File: config.mk
export PLATFORM = sky130hd
export DESIGN_NAME = slice_alu
export DESIGN_NICKNAME = d
export VERILOG_FILES = /design/src/rtl/slice_alu_pkg.sv /design/src/rtl/alu_slice.sv /design/src/rtl/alu_msb_slice.sv /design/src/rtl/alu_zero_detect.sv /design/src/rtl/slice_alu.sv
export SDC_FILE = /design/constraint.sdc
export NUM_CORES = 1
export LEC_CHECK = 0
export ABC_AREA = 1
export BUFFER_PORTS_ARGS = -buffer_cell sky130_fd_sc_hd__buf_2
export CORE_ASPECT_RATIO = 1.4
export CORE_MARGIN = 3
export CORE_UTILIZATION = 30
export DETAILED_ROUTE_END_ITERATION = 6
export PLACE_DENSITY = 0.57
export SLEW_MARGIN = 25
export SYNTH_ARGS = -nofsm -noshare
export SYNTH_HDL_FRONTEND = slang
export SYNTH_SLANG_ARGS = --single-unit
File: constraint.sdc
create_clock -name vclk -period 47.8
set_input_delay 9.56 -clock vclk [all_inputs]
set_output_delay 9.56 -clock vclk [all_outputs]
set_load 0.005 [all_outputs]
File: src/rtl/slice_alu_pkg.sv
package slice_alu_pkg;

  typedef enum logic [3:0] {
    OP_AND = 4'b0000,
    OP_OR  = 4'b0001,
    OP_ADD = 4'b0010,
    OP_SUB = 4'b0110,
    OP_SLT = 4'b0111,
    OP_NOR = 4'b1100
  } alu_op_e;

  typedef enum logic [1:0] {
    SEL_AND  = 2'b00,
    SEL_OR   = 2'b01,
    SEL_SUM  = 2'b10,
    SEL_LESS = 2'b11
  } slice_sel_e;

  function automatic logic op_known(input logic [3:0] code);
    case (code)
      OP_AND, OP_OR, OP_ADD, OP_SUB, OP_SLT, OP_NOR: op_known = 1'b1;
      default:                                       op_known = 1'b0;
    endcase
  endfunction

endpackage

File: src/rtl/alu_slice.sv
module alu_slice
  import slice_alu_pkg::*;
(
  input  logic       ai,
  input  logic       bi,
  input  logic       ainv,
  input  logic       binv,
  input  logic       less,
  input  logic       cin,
  input  logic [1:0] sel,
  output logic       res,
  output logic       cout
);
  logic a_eff, b_eff, sum;

  assign a_eff = ai ^ ainv;
  assign b_eff = bi ^ binv;
  assign sum   = a_eff ^ b_eff ^ cin;
  assign cout  = (a_eff & b_eff) | (cin & (a_eff ^ b_eff));

  always_comb begin
    case (slice_sel_e'(sel))
      SEL_AND:  res = a_eff & b_eff;
      SEL_OR:   res = a_eff | b_eff;
      SEL_SUM:  res = sum;
      default:  res = less;
    endcase
  end
endmodule

File: src/rtl/alu_msb_slice.sv
module alu_msb_slice
  import slice_alu_pkg::*;
(
  input  logic       ai,
  input  logic       bi,
  input  logic       ainv,
  input  logic       binv,
  input  logic       less,
  input  logic       cin,
  input  logic [1:0] sel,
  output logic       res,
  output logic       set_o,
  output logic       ovf_o
);
  logic a_eff, b_eff, sum, cout;

  assign a_eff = ai ^ ainv;
  assign b_eff = bi ^ binv;
  assign sum   = a_eff ^ b_eff ^ cin;
  assign cout  = (a_eff & b_eff) | (cin & (a_eff ^ b_eff));
  // signed overflow: carry into the top bit differs from carry out of it
  assign ovf_o = cin ^ cout;
  // sign of the true difference, corrected for overflow
  assign set_o = sum ^ ovf_o;

  always_comb begin
    case (slice_sel_e'(sel))
      SEL_AND:  res = a_eff & b_eff;
      SEL_OR:   res = a_eff | b_eff;
      SEL_SUM:  res = sum;
      default:  res = less;
    endcase
  end
endmodule

File: src/rtl/alu_zero_detect.sv
module alu_zero_detect #(
  parameter int W = 32
) (
  input  logic [W-1:0] val,
  output logic         is_zero
);
  assign is_zero = ~|val;
endmodule

File: src/rtl/slice_alu.sv
module slice_alu
  import slice_alu_pkg::*;
#(
  parameter int W = 32
) (
  input  logic [W-1:0] opa,
  input  logic [W-1:0] opb,
  input  logic [3:0]   op,
  output logic [W-1:0] res,
  output logic         zero,
  output logic         ovf
);
  localparam int MSB = W - 1;

  logic         a_inv, b_inv;
  logic [1:0]   sel;
  logic [W-1:0] carry;
  logic [W-1:0] raw;
  logic         msb_set, msb_ovf, known;

  assign a_inv    = op[3];
  assign b_inv    = op[2];
  assign sel      = op[1:0];
  assign carry[0] = op[2];
  assign known    = op_known(op);

  genvar i;
  generate
    for (i = 0; i < W; i++) begin : g_bit
      if (i == MSB) begin : g_top
        alu_msb_slice u_sl (
          .ai(opa[i]), .bi(opb[i]), .ainv(a_inv), .binv(b_inv),
          .less(1'b0), .cin(carry[i]), .sel(sel),
          .res(raw[i]), .set_o(msb_set), .ovf_o(msb_ovf)
        );
      end else if (i == 0) begin : g_low
        alu_slice u_sl (
          .ai(opa[i]), .bi(opb[i]), .ainv(a_inv), .binv(b_inv),
          .less(msb_set), .cin(carry[i]), .sel(sel),
          .res(raw[i]), .cout(carry[i+1])
        );
      end else begin : g_mid
        alu_slice u_sl (
          .ai(opa[i]), .bi(opb[i]), .ainv(a_inv), .binv(b_inv),
          .less(1'b0), .cin(carry[i]), .sel(sel),
          .res(raw[i]), .cout(carry[i+1])
        );
      end
    end
  endgenerate

  assign res = known ? raw : '0;
  assign ovf = known && (slice_sel_e'(sel) == SEL_SUM) && msb_ovf;

  alu_zero_detect #(.W(W)) u_zero (
    .val(res),
    .is_zero(zero)
  );
endmodule

==> results by group, run 1 <==
Run status
  • Status: finished, final reports clean

Final layout
  • Seq. cell area: 0 um^2
  • Fin nets: 762
  • Ant diodes: 0
  • Share of layout cells above drive strength 1: 0.188
  • # fillers: 1276
  • Seq cells: 0
  • Area growth, synth to finish: 17.5%
  • Clock Buffer Count: 0

Setup path
  • Arrival @ worst endpoint: 22.61 ns
  • Critical-path top delay cell: buf_4
  • Startpoint type of the worst setup path: input pin
  • Slowest cell delay on critical path: 0.48 ns
  • Crit path top cell by count: fa_1
  • Critical path type: input pin to primary output
  • CP endpoint: zero
  • Crit. End Element: primary output
  • Critical Path RT: 38.24 ns
  • Worst-path fanout max: 34
  • Worst Setup SP: op[3]

Floorplan
  • Die area: 0.0132 mm^2
  • # IOs: 102
  • Starting Density: 0.310
  • Die height: 135 um
  • Die Wd: 97.9 um
  • # rows: 46
  • Core outline area: 0.0115 mm^2

Min path
  • Hold-critical path depth: 4
  • Hold Crit Class: input pin to primary output

STA
  • Max Fclk: 31.1 MHz
  • Hold Vio Cnt, Final: 0
  • RSZ-0062 raised after global routing: no
  • Actual slew at the worst max-slew pin: approximately 0.86 ns
  • Hold Slack: 19.70 ns
  • Max-slew violations: 0
  • # setup viols final: 0
  • Min Tclk post-route: 32.17 ns
  • Slew HR: 0.427
  • Setup TNS: 0 ns
  • Tcrit/Tclk final: 0.673

Synth
  • Post-Syn Instances: 514
  • Top cells by area, synth: ha_1, fa_1, xnor2_1
  • Post-Syn Nets: a little under 700
  • Synth warn: 0
  • Syn Area/Cell: slightly below 7 um^2
  • Synth top cells by count: inv_1, nand2_1, ha_1, xnor2_1, nand3_1
  • Top-area cell type share of the netlist area: 0.226
  • Netlist Area Pre-Place: approximately 0.0035 mm^2
  • Sequential share of the synthesized area: 0
  • Most frequent cell after synthesis: inv_1
  • Yosys top cell by area: ha_1
  • Post-synth cell types: 18

Drt
  • Via density: 4.61
  • Via count: between 3k and 4k
  • Starting DRT DRC Count: 118
  • WL final: 9990 um
  • DR WL/cell: 13.5 um
  • Final ANT Viol Nets: 0
  • Router iterations before antenna repair: 4
  • Number of remaining DRC errors: 0

Global routing
  • Total GRT Usage: 0.150
  • Largest net degree at the start of global routing: 37
  • GRT Residual Overflow: 0
  • First-pass GRT wire length: 16600 um
  • Initial antenna violation count: 0
  • Vias in the first global route: around 3.6k

Flow run
  • Max-cap violations: 0

Placed design
  • IO buf count: 102
  • Global placer's final weighted congestion: 0.790
  • DPL Wire Length: 7840 um

Pwr
  • Power Dens Cells: 13.1 mW/mm^2
  • Max IR drop VDD: between 0.004 and 0.005 mV
  • Lkg Pwr: around 2.3 nW

CTS
  • Post-cts resize count: 0
  • Cts hold-fix bufs: 0
  • Setup bufs post-CTS: 0
[layout by cell type (no fill, tap or decap)]
cell | synthesis | routed
inv_1 | 120 | 120
buf_2 | 17 | 102
nand2_1 | 95 | 95
ha_1 | 64 | 64
xnor2_1 | 59 | 59
nand3_1 | 46 | 46
fa_1 | 32 | 32
a31oi_1 | 30 | 30
o21ai_1 | 13 | 13
nand3b_1 | 8 | 8
xor2_1 | 6 | 6
nor2_1 | 7 | 5
o21ai_0 | 4 | 4
inv_2 | 3 | 3
buf_4 | 0 | 3
nor2_4 | 0 | 2
nor2_2 | 2 | 2
a21oi_1 | 1 | 1
nor4_1 | 1 | 1
[where the power goes]
part           leakage [nW]  internal [mW]  switching [mW]
clock                     0              0               0
combinational          2.34         0.0222          0.0324
sequential                0              0               0
total                  2.34         0.0222          0.0324
[metrics by stage]
stage                     setup WS [ns]   util  instance area [um^2]  instances  power, mW
after floorplan                   16.81      -                  3550        514     0.0394
after global placement            15.89  0.363                  4160        740     0.0534
after detailed placement          15.64  0.364                  4170        740     0.0554
after CTS                         15.62  0.364                  4170        740     0.0556
after global routing              15.03  0.364                  4170        740     0.0643
final                             15.63  0.364                  4170        740     0.0546
[worst min path at each step]
stage / start / end / slack [ns]
2_1_floorplan: op[0] / res[18] / 19.29
3_3_place_gp: op[1] / res[10] / 19.69
3_5_place_dp: op[1] / res[10] / 19.70
4_1_cts: op[1] / res[10] / 19.70
5_1_grt: op[1] / res[10] / 19.76
6_report: op[1] / res[10] / 19.70
[layout make-up]
class / count / area (um^2) / area share
multi-input cells: 368 / 3000 / 0.718
repair buffers: 105 / 533 / 0.128
inverters: 123 / 462 / 0.111
well taps: 144 / 180 / 0.0432
[routing by layer]
metal,vias up,GRT usage,wire length (um),share of wire
met5,-,0,0,0
met4,0,0.0277,125,0.013
met3,8,0.00879,331,0.033
met2,72,0.309,5560,0.56
met1,1625,0.167,3980,0.40
li1,1706,-,-,-
[kinds of logic (layout without fill, tap and decap cells)]
family	count (synthesis)	count (layout)	share of synthesized area
AND/OR/NAND/NOR	159	159	0.195
buffers and inverters	146	228	0.160
adder cells (fa/ha/maj)	96	96	0.406
XOR/XNOR	65	65	0.160
AO/OA/AOI/OAI	48	48	0.0782
[critical path: cells and delay by family]
kind | cells | cell delay [ns]
AND/OR/NAND/NOR | 7 | 0.64
adder cells (fa/ha/maj) | 31 | 10.83
AO/OA/AOI/OAI | 2 | 0.25
XOR/XNOR | 1 | 0.34
buffers and inverters | 7 | 0.96
Note: power is estimated with default switching activity, not from simulation.
==> run 2, diff against run 1 <==
Settings changed: PLACE_DENSITY 0.57 to 0.59.
Clock period 47.8 ns to 26.6 ns, I/O delays scaled along.
==> run 2 against run 1 <==
Compared with the run above: sequential cell count stayed put; core utilization did not move; clock-buffer cell count is the same; global-route usage is 0.43 points higher; die area unchanged; critical path type unchanged; largest power group unchanged.
==> results by group, run 2 (synthesis gave the netlist of run 1 again) <==
Run status
  • Status: finished, final reports clean

Drt
  • Router iterations before antenna repair: 4 (unchanged)
  • Starting DRT DRC Count: 113 (-4.2%)
  • DR WL/cell: 13.7 um (+1.7%)
  • Wl on met1: 4120 um (+3.7%)
  • Number of remaining DRC errors: 0 (unchanged)
  • Via density: 4.60 (-0.21%)
  • Final ANT Viol Nets: 0 (unchanged)
  • Met3 wire len: 300 um (-9.4%)
  • Metal2 WL: 5600 um (+0.67%)
  • DR top layer: met4
  • Via count: 3404 (-0.21%)
  • WL final: 10200 um (+1.7%)

STA
  • Tcrit/Tclk final: 0.890
  • # setup viols final: 0 (unchanged)
  • Max Fclk: 42.3 MHz
  • Final Worst Setup Slack: 2.94 ns (-12.69 ns)
  • Max-slew violations: 0 (unchanged)
  • RSZ-0062 raised after global routing: no
  • Min Tclk post-route: 23.66 ns
  • Actual slew at the worst max-slew pin: 0.934 ns (+0.0765 ns)
  • Slew HR: 0.376 (-0.0510)
  • Hold Vio Cnt, Final: 0 (unchanged)
  • Setup TNS: 0 ns (unchanged)

Global routing
  • First-pass GRT wire length: 17100 um (+2.5%)
  • Largest net degree at the start of global routing: 35 (-5.4%)
  • Total GRT Usage: 0.155 (+0.00429)
  • GRT Residual Overflow: 0 (unchanged)
  • Vias in the first global route: 3571 (-1.2%)
  • Initial antenna violation count: 0 (unchanged)

CTS
  • Cts hold-fix bufs: 0 (unchanged)
  • Setup bufs post-CTS: 0 (unchanged)
  • Post-cts resize count: 0 (unchanged)

Setup path
  • Critical path type: input pin to primary output
  • Critical Path RT: 21.28 ns (-16.96 ns)
  • Worst-path fanout max: 34 (unchanged)
  • Critical-path top delay cell: buf_4
  • Slowest cell delay on critical path: 0.49 ns (about the same)
  • Startpoint type of the worst setup path: input pin
  • Crit path top cell by count: fa_1
  • Crit. End Element: primary output
  • Arrival @ worst endpoint: 18.34 ns (-4.27 ns)

Floorplan
  • Die height: 135 um (unchanged)
  • Die area: 0.0132 mm^2 (unchanged)
  • Die Wd: 97.9 um (unchanged)
  • Starting Density: 0.310 (unchanged)
  • Core outline area: 0.0115 mm^2 (unchanged)
  • # rows: 46 (unchanged)
  • # IOs: 102 (unchanged)

Final layout
  • Fin nets: 762 (unchanged)
  • Ant diodes: 0 (unchanged)
  • Leading cell type in the layout, fill and taps excluded: inv_1
  • Seq cells: 0 (unchanged)
  • Area growth, synth to finish: 17.5% (unchanged)
  • Seq. cell area: 0 um^2 (unchanged)
  • Clock Buffer Count: 0 (unchanged)
  • Share of layout cells above drive strength 1: 0.188 (unchanged)
  • Commonest non-fill, non-tap cells in the layout: inv_1, buf_2, nand2_1, ha_1, xnor2_1

Placed design
  • Global placer's final weighted congestion: 0.818 (+3.6%)
  • DPL Wire Length: 8090 um (+3.1%)
  • IO buf count: 102 (unchanged)
  • Place WS: 2.90 ns (-12.74 ns)

Flow run
  • Max-cap violations: 0 (unchanged)

Min path
  • Hold path endpoint: res[3]
  • Hold-critical path depth: 4 (unchanged)
  • Worst Hold Launch: op[1]
  • Hold Crit Class: input pin to primary output

Pwr
  • Max IR drop VDD: 0.00939 mV (+110%)
  • Lkg Pwr: 2.34 nW (unchanged)
  • Power Dens Cells: 23.6 mW/mm^2 (+80%)
run 2: metal layers:
| layer | global-route usage | vias up |
|---|---|---|
| li1 | - | 1712 |
| met1 | 0.179 | 1611 |
| met2 | 0.313 | 71 |
| met3 | 0.00879 | 10 |
| met4 | 0.0200 | 0 |
| met5 | 0 | - |
run 2: critical path: cells and delay by family:
family / cells / cell delay (ns)
xor+xnor: 1 / 0.31
simple gates: 7 / 0.63
buf+inv: 7 / 0.97
fa+ha+maj: 31 / 10.85
compound gates: 2 / 0.25
run 2: worst max-delay path by stage:
stage,from,endpoint,cells after the start
after floorplan,op[3],zero,45
after global placement,op[3],zero,48
after detailed placement,op[3],zero,48
after CTS,op[3],zero,48
after global routing,op[3],zero,48
final,op[3],zero,48
run 2: cell type report:
type | instances | area (um^2)
well taps | 144 | 180
repair buffers | 105 | 533
fillers | 1232 | 7280
inverters | 123 | 462
multi-input cells | 368 | 3000
run 2: per-stage QoR:
stage               cells  area, um^2   util  total power [mW]  hold slack, ns
detailed placement    740        4170  0.364             0.100           11.22
floorplan             514        3550      -            0.0708           10.81
global placement      740        4160  0.363            0.0959           11.20
finish                740        4170  0.364            0.0984           11.22
CTS                   740        4170  0.364             0.100           11.22
global route          740        4170  0.364             0.115           11.25
run 2: where the power goes:
group	switching, mW	total [mW]	internal, mW
combinational	0.0585	0.0984	0.0399
clock	0	0	0
sequential	0	0	0
